`src/rtl/scl_gen_pkg.sv`:
```
// Package: shared types of the SCL clock generator.
// Assumes nothing beyond IEEE 1800-2017.
package scl_gen_pkg;
    // Phase of the generated clock
    typedef enum logic [1:0] {
        PH_IDLE = 2'd0,
        PH_LOW  = 2'd1,
        PH_WAIT = 2'd2,
        PH_HIGH = 2'd3
    } scl_phase_e;
endpackage

```
`src/rtl/scl_in_sync.sv`:
```
// Module: scl_in_sync
// Brings the asynchronous wired SCL level into the BRCLK domain through a
// chain of STAGES flops. It also gives one more delayed copy for edge detection.
// Assumes the idle bus is high, so all stages reset to 1.
module scl_in_sync #(
    parameter int STAGES = 2
) (
    input  logic clk,
    input  logic rst_n,
    input  logic line_in,
    output logic line_s,
    output logic line_q
);
    logic [STAGES:0] chain;

    generate
        for (genvar i = 0; i <= STAGES; i++) begin : g_stage
            if (i == 0) begin : g_first
                // first capture stage of the raw line
                always_ff @(posedge clk) begin
                    if (!rst_n) chain[0] <= 1'b1;
                    else        chain[0] <= line_in;
                end
            end else begin : g_next
                // subsequent synchronizer / delay stage
                always_ff @(posedge clk) begin
                    if (!rst_n) chain[i] <= 1'b1;
                    else        chain[i] <= chain[i-1];
                end
            end
        end
    endgenerate

    assign line_s = chain[STAGES-1];
    assign line_q = chain[STAGES];
endmodule

```
`src/rtl/scl_period_calc.sv`:
```
// Module: scl_period_calc
// Clamps the programmed divisor to the minimum of the selected mode and
// splits it into a low half (ceiling) and a high half (floor).
// Assumes the divisor is stable while the generator runs.
module scl_period_calc #(
    parameter int DIV_W  = 16,
    parameter int SM_MIN = 4,
    parameter int MM_MIN = 8
) (
    input  logic [DIV_W-1:0] divisor,
    input  logic             multi_master,
    output logic [DIV_W-1:0] low_len,
    output logic [DIV_W-1:0] high_len
);
    localparam logic [DIV_W-1:0] SM_LIM = DIV_W'(SM_MIN);
    localparam logic [DIV_W-1:0] MM_LIM = DIV_W'(MM_MIN);

    logic [DIV_W-1:0] floor_v;
    logic [DIV_W-1:0] eff_div;

    // pick the mode minimum and clamp the divisor up to it
    always_comb begin
        floor_v = multi_master ? MM_LIM : SM_LIM;
        eff_div = (divisor < floor_v) ? floor_v : divisor;
    end

    // odd remainder goes to the low half
    always_comb begin
        high_len = eff_div >> 1;
        low_len  = eff_div - high_len;
    end
endmodule

```
`src/rtl/scl_phase_ctrl.sv`:
```
// Module: scl_phase_ctrl
// Phase sequencer: it times the low phase from its own pull-down and counts the
// high phase only over synchronized-high cycles. It restarts low as soon as
// the line is seen low during high, and idles with the line released when
// disabled.
// Assumes low_len and high_len are at least 2.
module scl_phase_ctrl
    import scl_gen_pkg::*;
#(
    parameter int DIV_W = 16
) (
    input  logic             clk,
    input  logic             rst_n,
    input  logic             enable,
    input  logic             line_s,
    input  logic             line_q,
    input  logic [DIV_W-1:0] low_len,
    input  logic [DIV_W-1:0] high_len,
    output logic             drive_low,
    output logic             rise_stb,
    output logic             fall_stb
);
    localparam logic [DIV_W-1:0] ONE = DIV_W'(1);

    scl_phase_e       phase;
    logic [DIV_W-1:0] cnt;

    // phase sequencing, phase counter and registered pull-down / fall strobe
    always_ff @(posedge clk) begin
        if (!rst_n) begin
            phase     <= PH_IDLE;
            cnt       <= '0;
            drive_low <= 1'b0;
            fall_stb  <= 1'b0;
        end else begin
            fall_stb <= 1'b0;
            if (!enable) begin
                phase     <= PH_IDLE;
                cnt       <= '0;
                drive_low <= 1'b0;
            end else begin
                case (phase)
                    PH_IDLE: begin
                        phase     <= PH_LOW;
                        cnt       <= ONE;
                        drive_low <= 1'b1;
                        fall_stb  <= 1'b1;
                    end
                    PH_LOW: begin
                        if (cnt >= low_len) begin
                            phase     <= PH_WAIT;
                            cnt       <= '0;
                            drive_low <= 1'b0;
                        end else begin
                            cnt <= cnt + ONE;
                        end
                    end
                    PH_WAIT: begin
                        if (line_s) begin
                            phase <= PH_HIGH;
                            cnt   <= ONE;
                        end
                    end
                    PH_HIGH: begin
                        if (!line_s || (cnt + ONE >= high_len)) begin
                            phase     <= PH_LOW;
                            cnt       <= ONE;
                            drive_low <= 1'b1;
                            fall_stb  <= 1'b1;
                        end else begin
                            cnt <= cnt + ONE;
                        end
                    end
                    default: begin
                        phase     <= PH_IDLE;
                        cnt       <= '0;
                        drive_low <= 1'b0;
                    end
                endcase
            end
        end
    end

    // rise strobe on the synchronized rising edge while active
    assign rise_stb = (phase != PH_IDLE) && line_s && !line_q;
endmodule

```
`src/rtl/scl_clock_gen.sv`:
```
// Module: scl_clock_gen (top)
// I2C master SCL generator: it divides BRCLK by a clamped 16-bit divisor and
// follows the wired SCL line for synchronization and stretching.
// Assumes scl_in already reflects the open-drain bus (pull-up plus all
// pull-downs, this block's included) and that divisor and multi_master
// change only while enable is 0.
module scl_clock_gen #(
    parameter int DIV_W       = 16,
    parameter int SYNC_STAGES = 2,
    parameter int SM_MIN      = 4,
    parameter int MM_MIN      = 8
) (
    input  logic             clk,
    input  logic             rst_n,
    input  logic             enable,
    input  logic             multi_master,
    input  logic [DIV_W-1:0] divisor,
    input  logic             scl_in,
    output logic             scl_drive_low,
    output logic             scl_rise_stb,
    output logic             scl_fall_stb
);
    logic             line_s;
    logic             line_q;
    logic [DIV_W-1:0] low_len;
    logic [DIV_W-1:0] high_len;

    scl_in_sync #(.STAGES(SYNC_STAGES)) u_sync (
        .clk     (clk),
        .rst_n   (rst_n),
        .line_in (scl_in),
        .line_s  (line_s),
        .line_q  (line_q)
    );

    scl_period_calc #(.DIV_W(DIV_W), .SM_MIN(SM_MIN), .MM_MIN(MM_MIN)) u_calc (
        .divisor      (divisor),
        .multi_master (multi_master),
        .low_len      (low_len),
        .high_len     (high_len)
    );

    scl_phase_ctrl #(.DIV_W(DIV_W)) u_ctrl (
        .clk       (clk),
        .rst_n     (rst_n),
        .enable    (enable),
        .line_s    (line_s),
        .line_q    (line_q),
        .low_len   (low_len),
        .high_len  (high_len),
        .drive_low (scl_drive_low),
        .rise_stb  (scl_rise_stb),
        .fall_stb  (scl_fall_stb)
    );
endmodule

```
`config.mk`:
```
export PLATFORM = sky130hd
export DESIGN_NAME = scl_clock_gen
export DESIGN_NICKNAME = d
export VERILOG_FILES = /design/src/rtl/scl_gen_pkg.sv /design/src/rtl/scl_in_sync.sv /design/src/rtl/scl_period_calc.sv /design/src/rtl/scl_phase_ctrl.sv /design/src/rtl/scl_clock_gen.sv
export SDC_FILE = /design/constraint.sdc
export NUM_CORES = 1
export LEC_CHECK = 0
export CAP_MARGIN = 20
export CORE_ASPECT_RATIO = 1.5
export CORE_MARGIN = 4
export CORE_UTILIZATION = 59
export DETAILED_ROUTE_END_ITERATION = 10
export DONT_BUFFER_PORTS = 1
export GPL_ROUTABILITY_DRIVEN = 0
export PLACE_DENSITY = 0.8
export SETUP_SLACK_MARGIN = 0.2
export SLEW_MARGIN = 15
export SYNTH_ARGS = -nofsm -noshare
export SYNTH_HDL_FRONTEND = slang
export SYNTH_SLANG_ARGS = --single-unit
```
`constraint.sdc`:
```
create_clock -name clk -period 6.2 [get_ports clk]
set_clock_uncertainty 0.05 [all_clocks]
set_input_delay 0.93 -clock clk [delete_from_list [all_inputs] [get_ports clk]]
set_output_delay 0.93 -clock clk [all_outputs]
set_load 0.005 [all_outputs]
```
== Word level (Yosys, flattened, before mapping) ==
Index checks and enable logic that the tools add are counted.
Word-level totals
  register bits: 23
  bits in latches: 0
  memory bits (writable): 0
  ROM bits: 0
  input port bits: 21
  output and inout port bits: 3
  logic and storage cells: 44
  memories: 0
Operators by class
  $add $sub $neg: 2
  multipliers: 0
  divide/modulo/power cells: 0
  order comparisons: 3
  equal/unequal tests: 6
  shift operators: 0
  muxes and demuxes: 15
  bitwise operators: 0
  reductions and logical operators: 11
Operators with widths (count)
  $mux 16: 4
  $pmux 16 s4: 1
  $add 16x1->16 const B: 1
  $ge 16x15->1: 1
  $ge 16x16->1: 1
  $lt 16x16->1: 1
  $sub 16x15->16: 1
  $pmux 2 s4: 1
  $mux 2: 3
  $reduce_and 3->1: 2
  $eq 2x2->1 const B: 2
  $mux 4: 1
  $ne 2x1->1 const B: 2
  $mux 1: 3
  $pmux 1 s3: 1
  $reduce_bool 3->1: 1
  $eq 2x1->1 const B: 1
  $logic_and 1x1->1: 2
  $logic_not 1->1: 2
  $logic_not 2->1: 1
  $ne 2x2->1 const B: 1
  $pmux 1 s2: 1
  $reduce_and 2->1: 1
  $reduce_bool 2->1: 1
  $logic_or 1x1->1: 1

== Logic depth before layout (Yosys ltp) ==
Gate-level depths: netlist of the first run.
  depth in word-level cells: 7
  depth in mapped cells: 25
  mapped depth without buffers: 23

== By module ==
From an unflattened synthesis of the first run, not the netlist that was laid out.
Second synthesis, totals
  cells, all modules: 403
  area, all modules: 3125.5 um^2
By module, submodules not included
  scl_phase_ctrl: times used 1, cells each 260, area each 2092.0 um^2, sequential area each 400.4 um^2
  scl_period_calc: times used 1, cells each 137, area each 954.7 um^2, sequential area each 0.0 um^2
  scl_in_sync: times used 1, cells each 6, area each 78.8 um^2, sequential area each 60.1 um^2

== Worst setup path after synthesis of the first run ==
No wires, ideal clock.
  kind: input -> register
  start: input port multi_master
  end: register u_ctrl.cnt[7]
  setup time: 0.074 ns
  data arrival time: 5.749 ns
  data required time: 6.076 ns
  path slack: 0.327 ns
  stages: 24
  path buffers: 2
  path through: inv_1 ha_1 or4_4 or4_2 clkbuf_1 a21o_1 ha_1 o21a_1 o21ai_0 nor2_1 nand3_1 a31oi_1 a21o_1 a21oi_1 xnor2_1 ha_1 nor2b_1 o21ai_0 o2111ai_1 a31o_4 a211oi_4 buf_6 nand2_1 a31oi_1
On the way
  longest elaborated chain between the ends: 7
  elaborated cells on any way between the ends: 10
  those cells by class: add/sub (1); order compare (3); mux (5); reduce/logical (1)
Ends and longest elaborated chain
  from (decl): RTL line scl_clock_gen.sv:16  | input logic multi_master,
  $mux 4 (*): RTL line scl_period_calc.sv:23  | floor_v = multi_master ? MM_LIM : SM_LIM;
  $lt 16x16->1: RTL line scl_period_calc.sv:24  | eff_div = (divisor < floor_v) ? floor_v : divisor;
  $mux 16 (*): RTL line scl_period_calc.sv:24
  $sub 16x15->16 or $ge 16x15->1 (tied branches): RTL line scl_period_calc.sv:30, scl_phase_ctrl.sv:65
  $ge 16x16->1 or $logic_or 1x1->1 (tied branches): RTL line scl_phase_ctrl.sv:50, scl_phase_ctrl.sv:65
  $mux 16, on equally long branches: RTL line scl_phase_ctrl.sv:50, scl_phase_ctrl.sv:65
  $pmux 16 s4 (*): RTL line scl_phase_ctrl.sv:42  | case (phase)
  to (signal assigned): RTL line scl_phase_ctrl.sv:55  | cnt <= cnt + ONE;
  to (signal assigned): RTL line scl_phase_ctrl.sv:71  | cnt <= cnt + ONE;
  to (decl): RTL line scl_phase_ctrl.sv:26  | logic [DIV_W-1:0] cnt;
Mark *: on every way between the ends. The rest lies on a longest branch, timed or not.
A chain may end at the register's enable or synchronous reset.

== Worst setup path after layout of the first run ==
Same ends and word-level chain as after synthesis.

==> flow_summary.yaml, run 1 <==
power:
  seqPwrFrac_pct: 40.3
  swShare_pct: 32.9
  power.static_leakage_nw: 1.41
  clockPowerShare_pct: 24.4
  p_per_area_nw_per_um2: 132
  peakVddDrop_uv: 148
  switching_power_mw: 0.125
  intPower_mw: 0.255
  comb_power_share_pct: 35.2
drt:
  wl_per_cell_um: 15.4
  drc: 0
  drt_pass1_iterations: 4
  drt_iter0_drc: 107
  num_vias: 2395
  drt-total-wl_um: 6160
  vias_per_cell: 6.00
  drtAntennaViolNets: 0
logic_synthesis:
  yosysWarnings: 0
  synth-main-ff-cell: "dfxtp_1"
  syn_nets: 419
  synthArstFlopShare_pct: 0
  synth_seq_area_share_pct: 16.4
  yosysMostFrequentCell: "ha_1"
  synth.largest_area_cell: "ha_1"
  synth_top_area_share_pct: 24.1
  netlist_area_um2: 2810
  synth-edff-count: 0
  avgSynthCellArea_um2: 8.17
  synth_commonest_cells: "ha_1 (54), inv_1 (34), dfxtp_1 (23)"
  synth_cell_type_count: 57
  synth-seq-cells: 23
  synth_area_leaders: "ha_1 (24%), dfxtp_1 (16%), xnor2_1 (5.0%)"
  synthCells: 344
sta:
  worst_pin_slew_ns: 0.668
  period_needed_ns: 5.72
  hold_viol_final: 0
  setup_slack_ns: 0.481
  max_freq_mhz: 175
  grt_setup_unrepaired: "false"
  min_period_over_period_pct: 92.2
  finalSetupTns_ns: 0
  slew_headroom_pct: 55.3
  slew_viol_final: 0
  setup_violations: 0
worst_hold_path:
  hp-class: "reg -> reg"
global_routing:
  grt_max_degree: 18
  grt_pass1_vias: 2373
  grt_usage_pct: 21.5
  grt.overflow.total: 0
  antenna_found_initial: 0
  grt_pass1_wl_um: 10400
worst_setup_path:
  start_kind: "input pin"
  worst_path_most_repeated_cell: "ha_1"
  end_kind: "flip-flop"
  path_class: "in -> reg"
  path_cells: "inv_1 -> ha_1 -> or4_4 -> or4_2 -> nor2_1 -> a21o_1 -> inv_1 -> ha_1 -> nor4_1 -> o21ai_0 -> nand3_1 -> a31oi_1 -> a21o_1 -> a21oi_1 -> xnor2_1 -> ha_1 -> nor2b_1 -> o21ai_0 -> o2111ai_1 -> a31o_4 -> a211oi_4 -> buf_6 -> nand2_1 -> a31oi_1"
  critPathSlowestCell: "or4_2"
  rrSetupSlack_ns: 2.46
  required_ns: 6.34
  arrival_ns: 5.86
  cp_slowest_stage_delay_ns: 0.77
  cp_max_fo: 17
die:
  initial_core_util_pct: 61.3
  die_h_um: 92.5
  placementRows: 30
  fp.dieW_um: 64.3
  die-area_um2: 5950
  coreArea_um2: 4580
  boundaryPins: 24
clock_tree:
  cts_tree: "yes"
  insertion_delay_ns: 0.26
  clock-sinks: 23
  clk_pin_slew_ns: 0.08
  h-tree-depth: 1
  cts_buffer_depth: 2
  post-cts-setup-buffers: 0
  cts-buffers-inserted: 3
  root_buffer: "clkbuf_8"
layout:
  drive_gt1_share_pct: 7.46
  final_util_pct: 63.1
  fill_cells: 428
  area_growth_pct: 2.85
  final_nets: 411
  diodes: 0
placement:
  numPortBuffers: 0
  dp_hpwl_um: 5230
  post-place-ws_ns: 0.0574
outcome:
  status: "finished, final reports clean"
job:
  max_cap_viol_count: 0
## layout by cell type (no fill, tap or decap), drive strengths merged, types with 3 or more instances in the layout
cell type  synthesis  final
nor3               8      8
a21oi             22     22
a21o              12     12
nand3             18     18
and3              10     10
nand4              5      5
nor2b              5      5
xnor2             16     16
nand2             16     16
o21a               4      4
nand2b            11     11
inv               34     34
a22o               9      9
nor2              17     17
ha                54     54
or4                4      4
a31oi              6      6
xor2               9      9
clkbuf            12      3
o21ai             17     17
dfxtp             23     23
## final timing paths
path | startpoint | to | depth (start not counted)
setup reg to reg | u_ctrl.cnt[0] | u_ctrl.cnt[7] | 16
hold / removal | u_sync.chain[0] | u_sync.line_s | 1
hold reg to reg | u_sync.chain[0] | u_sync.line_s | 1
setup / recovery | multi_master | u_ctrl.cnt[7] | 24
## state kept, by name, summed over array words and instances, names as in the netlist
register / flops
u_ctrl.drive_low: 1
u_sync.chain: 1
u_sync.line_s: 1
u_sync.line_q: 1
u_ctrl.fall_stb: 1
u_ctrl.phase: 2
u_ctrl.cnt: 16
## cell type report
cell class	count	area, um2	area share (%)
inverter	34	128	4.42
tap	64	80.1	2.77
clock inverter	1	5.00	0.173
multi-input combinational	273	2160	74.9
clock buffer	3	41.3	1.43
sequential	23	460	15.9
timing repair buffer	1	11.3	0.390
## critical path, delay by kind of cell
family / cells / cell delay (ns)
AND/OR/NAND/NOR: 7 / 2.07
AO/OA/AOI/OAI: 10 / 1.76
adder cells (fa/ha/maj): 3 / 0.67
buffers and inverters: 3 / 0.30
XOR/XNOR: 1 / 0.14
## cell families after synthesis
kind of cell,synth area share (%)
adders and majority gates,24.1
buffers and inverters,6.90
AOI/OAI and AO/OA,23.4
and+or+nand+nor,21.1
muxes,0.356
DFF,16.4
xor gates and xnor gates,7.80
## stage by stage
stage | hold slack (ns) | std cells | power [mW] | instance area (um2)
floorplan | 0.336 | 344 | 0.265 | 2810
global placement | 0.344 | 395 | 0.284 | 2830
detailed placement | 0.347 | 395 | 0.288 | 2830
CTS | 0.371 | 399 | 0.380 | 2880
global route | 0.400 | 399 | 0.406 | 2890
finish | 0.368 | 399 | 0.380 | 2890
## per-layer routing
layer | share of wire [%] | up-vias | global-route usage (%)
met5 | 0 | - | 0
met4 | 2.1 | 0 | 7.94
met3 | 2.4 | 10 | 1.33
met2 | 53 | 39 | 41.6
met1 | 42 | 1112 | 24.0
li1 | - | 1234 | -
## power groups by stage
stage / Combinational (mW) / Sequential, mW / Clock, mW
floorplan: 0.108 / 0.156 / 0
global placement: 0.127 / 0.157 / 0
detailed placement: 0.131 / 0.157 / 0
CTS: 0.133 / 0.154 / 0.0943
global route: 0.152 / 0.154 / 0.100
finish: 0.134 / 0.153 / 0.0929
## repair_timing
action / in CTS / in global routing
setup endpoints to repair: 0 / 13
hold buffers: 0 / 0
gates resized for setup: 0 / 4
(Power assumes the default switching activity.)
==> inputs of run 2 (changes only) <==
--- a/config.mk
+++ b/config.mk
@@ -8,11 +8,11 @@
 export CAP_MARGIN = 20
 export CORE_ASPECT_RATIO = 1.5
 export CORE_MARGIN = 4
-export CORE_UTILIZATION = 59
+export CORE_UTILIZATION = 65
 export DETAILED_ROUTE_END_ITERATION = 10
 export DONT_BUFFER_PORTS = 1
 export GPL_ROUTABILITY_DRIVEN = 0
-export PLACE_DENSITY = 0.8
+export PLACE_DENSITY = 0.83
 export SETUP_SLACK_MARGIN = 0.2
 export SLEW_MARGIN = 15
 export SYNTH_ARGS = -nofsm -noshare
==> constraint.sdc (replaced) <==
create_clock -name clk -period 5.4 [get_ports clk]
set_clock_uncertainty 0.05 [all_clocks]
set_input_delay 0.81 -clock clk [delete_from_list [all_inputs] [get_ports clk]]
set_output_delay 0.81 -clock clk [all_outputs]
set_load 0.005 [all_outputs]
==> run 2 against run 1 <==
Net effect: clock-buffer cell count stayed put; first-iteration DRC count is 48% higher; die area is 8.3% lower; combinational power is 46% higher; critical endpoint unchanged; largest cell class unchanged; largest power group is now combinational cells; highest routed layer unchanged.
==> flow_summary.yaml, run 2 (synthesized netlist as in run 1, its figures left out) <==
clock_tree:
  root_buffer: "clkbuf_8"
  h-tree-depth: 1
  clock-sinks: 23
  cts-buffers-inserted: 3
  cts_tree: "yes"
  insertion_delay_ns: 0.28
  clk_pin_slew_ns: 0.09
  cts_buffer_depth: 2
placement:
  dp_hpwl_um: 5660
  numPortBuffers: 0
layout:
  diodes: 0
  largest-register: "u_ctrl.cnt"
  final_util_pct: 77.8
  reg_top3: "u_ctrl.cnt x16, u_ctrl.phase x2"
  layout_common_cells: "ha_1 (46), inv_1 (29), dfxtp_1 (23)"
  final_nets: 424
  area_growth_pct: 16.6
  drive_gt1_share_pct: 20.7
  largest_register_ffs: 16
  final_common_cell: "ha_1"
sta:
  hold_viol_final: 0
  slew_viol_final: 0
  slew_headroom_pct: 55.4
  min_period_over_period_pct: 96.1
  whs_ns: 0.380
  setup_violations: 0
  max_freq_mhz: 193
  period_needed_ns: 5.19
  worst_pin_slew_ns: 0.666
  grt_setup_unrepaired: "true"
worst_setup_path:
  r2r-start: "u_ctrl.cnt[0]"
  cp_max_fo: 7
  start_kind: "input pin"
  cp_slowest_stage_delay_ns: 0.54
  cp_num_buf_inv: 3
  crit_start: "divisor[15]"
  critPathSlowestCell: "or4_4"
  arrival_ns: 5.35
  end_kind: "flip-flop"
  required_ns: 5.56
  path_class: "in -> reg"
  path_cells: "clkinv_16 -> ha_4 -> or4b_4 -> or4_4 -> nor2_2 -> a21o_1 -> inv_2 -> ha_4 -> nor4_4 -> o21ai_2 -> nand3_2 -> a31oi_4 -> a21o_1 -> a21oi_2 -> xnor2_2 -> ha_1 -> nor2b_4 -> o21ai_2 -> o2111ai_2 -> a31o_4 -> a211oi_4 -> clkbuf_16 -> a21oi_1 -> a31oi_1"
  crit_family: "compound AO/OA/AOI/OAI gates"
die:
  die-area_um2: 5460
  initial_core_util_pct: 66.7
  placementRows: 29
  fp.dieW_um: 61.7
  coreArea_um2: 4210
  boundaryPins: 24
  die_h_um: 88.5
job:
  max_cap_viol_count: 0
power:
  power.static_leakage_nw: 1.52
  peakVddDrop_uv: 224
  p_per_area_nw_per_um2: 147
outcome:
  status: "finished, final reports clean"
drt:
  drc: 0
  num_vias: 2630
  drt-total-wl_um: 7630
  vias_per_cell: 6.68
  highest_layer: "met4"
  wl_met3_um: 307
  wl_per_cell_um: 19.4
  wl_met1_um: 2890
  wl_met2_um: 4050
  drt_pass1_iterations: 4
  drt_iter0_drc: 158
  drtAntennaViolNets: 0
worst_hold_path:
  hp-start: "u_sync.chain[0]"
  hp-class: "reg -> reg"
global_routing:
  grt.overflow.total: 0
  grt_max_degree: 18
  grt_usage_pct: 26.4
  grt_pass1_wl_um: 10900
  grt_pass1_vias: 2490
  antenna_found_initial: 0
[run 2: cell types whose count changed in the layout (fill, tap and decap cells not counted), moves of 3 or more]
cell / delta
buf_4: +11
ha_1: -8
ha_4: +6
inv_1: -5
a21oi_1: -4
a21oi_2: +4
o21ai_0: -3
[run 2: layer usage]
metal | vias to the layer above | GRT usage (%)
met5 | - | 0
met4 | 0 | 12.4
met3 | 35 | 3.80
met2 | 82 | 48.6
met1 | 1257 | 28.2
li1 | 1256 | -
[run 2: worst paths after layout]
kind              endpoint  slack [ns]  cells after the start
max          u_ctrl.cnt[7]        0.21                     24
max reg2reg  u_ctrl.cnt[7]        1.45                     16
min reg2reg  u_sync.line_s        0.38                      1
min          u_sync.line_s        0.38                      1
[run 2: metrics by stage]
stage	setup WS, ns	power, mW	cell area [um2]	setup TNS [ns]	std cells
after floorplan	0.154	0.311	2890	0	344
after global placement	-0.00907	0.337	2930	-0.0138	381
after detailed placement	-0.135	0.343	2930	-0.935	381
after CTS	0.203	0.454	2990	0	385
after global routing	0.0495	0.512	3270	0	394
final	0.211	0.482	3270	0	394
[run 2: final cells by class]
class | instances | area [um2]
flip-flops and latches | 23 | 460
multi-input cells | 273 | 2400
clock buffers | 3 | 41.3
well taps | 46 | 57.6
fillers | 301 | 935
repair buffers | 14 | 139
clock inverters | 1 | 5.00
inverters | 34 | 171
[run 2: power by group]
| part | internal [mW] | switching (mW) |
|---|---|---|
| registers | 0.173 | 0.00333 |
| logic | 0.0906 | 0.105 |
| clock network | 0.0517 | 0.0585 |
| total | 0.315 | 0.167 |
[run 2: timing repair]
item                       4_1_cts  5_1_grt
setup endpoints to repair        4       18
resized for setup                3       39
setup buffers                    0        8
pin swaps                        2       33
cloned                           0        1
hold buffers                     0        0
[run 2: worst reg2reg max path: stages, from the launching register on]
cell and delay [ns]:
dfxtp_1 0.43, ha_1 0.32, and3_1 0.33, nand3_1 0.20, inv_1 0.15, and3_1 0.18, xor2_1 0.20, ha_1 0.26
nand3_1 0.11, nor2_1 0.08, o21ai_0 0.10, a31o_1 0.16, or4b_4 0.51, a211oi_4 0.39, clkbuf_16 0.23, a21oi_1 0.06
a31oi_1 0.13
==> inputs of run 3 (changes only) <==
--- a/config.mk
+++ b/config.mk
@@ -6,9 +6,11 @@
 export NUM_CORES = 1
 export LEC_CHECK = 0
 export CAP_MARGIN = 20
+export CELL_PAD_IN_SITES_DETAIL_PLACEMENT = 1
+export CELL_PAD_IN_SITES_GLOBAL_PLACEMENT = 1
 export CORE_ASPECT_RATIO = 1.5
 export CORE_MARGIN = 4
-export CORE_UTILIZATION = 65
+export CORE_UTILIZATION = 49
 export DETAILED_ROUTE_END_ITERATION = 10
 export DONT_BUFFER_PORTS = 1
 export GPL_ROUTABILITY_DRIVEN = 0
==> run 3 against run 2 <==
Net effect: clock power grew 5%; fmax decreased by 1.2%; die area increased by 29%; worst setup slack worse by 0.060 ns; total power is 2.9% higher; largest cell class unchanged; highest routed layer unchanged; largest power group unchanged; clock-buffer cell count is the same; final cell count grew 7.6%; register-to-register slack got worse by 0.05 ns; critical endpoint is now u_ctrl.cnt[6]; sequential share of layout area is 0.12 points lower; hold slack worse by 0.011 ns; via count fell by 1.4%.
==> flow_summary.yaml, run 3 (synthesized netlist as in run 1, its figures left out) <==
worst_setup_path:
  path_class: "in -> reg"
  cp_slowest_stage_delay_ns: 0.58
  critPathSlowestCell: "or4_4"
  end_kind: "flip-flop"
  crit_family: "compound AO/OA/AOI/OAI gates"
  cp_max_fo: 5
  start_kind: "input pin"
  cp_num_buf_inv: 4
  required_ns: 5.56
  path_cells: "inv_12 -> ha_4 -> or4_4 -> or4_4 -> a21o_1 -> ha_4 -> o21a_1 -> o21ai_4 -> o32a_1 -> o311ai_4 -> nand2_2 -> xor2_2 -> ha_1 -> buf_4 -> buf_4 -> nand4_1 -> o2111ai_2 -> a31o_4 -> a211oi_4 -> buf_6 -> nand2b_1 -> a31oi_1"
  arrival_ns: 5.40
sta:
  setup_slack_ns: 0.151
  grt_setup_unrepaired: "true"
  setup_violations: 0
  worst_pin_slew_ns: 0.707
  min_period_over_period_pct: 97.2
  hold_viol_final: 0
  slew_viol_final: 0
  period_needed_ns: 5.25
  slew_headroom_pct: 52.7
  max_freq_mhz: 191
worst_hold_path:
  hp-class: "reg -> reg"
global_routing:
  grt_usage_pct: 23.8
  grt_pass1_vias: 2865
  antenna_found_initial: 0
  grt_max_degree: 15
  grt_pass1_wl_um: 13400
  grt.overflow.total: 0
job:
  max_cap_viol_count: 0
clock_tree:
  cts_buffer_depth: 2
  cts_tree: "yes"
  clk_pin_slew_ns: 0.09
  hold_buffers: 0
  clock-sinks: 23
  root_buffer: "clkbuf_8"
  h-tree-depth: 1
  insertion_delay_ns: 0.28
  cts-buffers-inserted: 3
drt:
  drt_iter0_drc: 75
  drt_pass1_iterations: 4
  wl_per_cell_um: 19.6
  drtAntennaViolNets: 0
  num_vias: 2594
  drc: 0
  vias_per_cell: 6.12
  drt-total-wl_um: 8330
die:
  coreArea_um2: 5530
  die-area_um2: 7030
  fp.dieW_um: 69.8
  boundaryPins: 24
  placementRows: 33
  die_h_um: 101
  initial_core_util_pct: 50.8
placement:
  numPortBuffers: 0
  dp_hpwl_um: 6440
  post-place-ws_ns: -0.179
outcome:
  status: "finished, final reports clean"
layout:
  drive_gt1_share_pct: 22.0
  largest-register: "u_ctrl.cnt"
  final_nets: 430
  reg_top3: "u_ctrl.cnt x16, u_ctrl.phase x2"
  area_growth_pct: 17.6
  final_common_cell: "ha_1"
  fill_cells: 654
  diodes: 0
  largest_register_ffs: 16
  final_util_pct: 59.7
  layout_common_cells: "ha_1 (46), inv_1 (30), dfxtp_1 (23)"
  multi_input_area_um2: 2390
  register_area_um2: 460
power:
  peakVddDrop_uv: 152
  p_per_area_nw_per_um2: 150
  power.static_leakage_nw: 1.53
==> run 3: worst paths after layout <==
kind	endpoint	cells past startpoint	start	slack, ns
max	u_ctrl.cnt[6]	22	multi_master	0.15
min	u_sync.line_s	1	u_sync.chain[0]	0.37
max reg2reg	u_ctrl.cnt[6]	16	u_ctrl.cnt[0]	1.40
min reg2reg	u_sync.line_s	1	u_sync.chain[0]	0.37
==> run 3: stage by stage <==
step	cells	instance area, um2	hold slack [ns]	setup TNS [ns]	total power [mW]
after global routing	424	3300	0.392	-0.146	0.530
after floorplan	344	2890	0.336	0	0.311
after CTS	420	3190	0.373	0	0.483
after global placement	408	2970	0.345	-0.457	0.342
after detailed placement	408	2970	0.346	-1.39	0.349
final	424	3300	0.369	0	0.496
==> run 3: cell type report <==
| cell class | instances | area share, % |
|---|---|---|
| clock inverters | 1 | 0.227 |
| inverters | 34 | 4.32 |
| repair buffers | 20 | 5.27 |
| flip-flops and latches | 23 | 13.9 |
| well taps | 70 | 2.65 |
| clock buffers | 3 | 1.25 |
| multi-input cells | 273 | 72.3 |
==> run 3: repair_timing <==
action / CTS / global route
cloned: 1 / 0
resized for setup: 21 / 15
buffers inserted: 7 / 4
pin swaps: 21 / 23
setup endpoints to repair: 4 / 19
==> run 3: where the power goes <==
part | total [mW] | switching, mW | leakage, nW | internal, mW
clock network | 0.115 | 0.0626 | 0.0217 | 0.0525
logic | 0.205 | 0.110 | 1.32 | 0.0947
registers | 0.177 | 0.00350 | 0.187 | 0.173
total | 0.496 | 0.176 | 1.53 | 0.320
==> run 3: layer usage <==
| metal | global-route usage, % | wire length [um] | vias up |
|---|---|---|---|
| li1 | - | - | 1258 |
| met1 | 25.2 | 3240 | 1255 |
| met2 | 46.2 | 4530 | 53 |
| met3 | 2.30 | 227 | 28 |
| met4 | 11.7 | 336 | 0 |
| met5 | 0 | 0 | - |
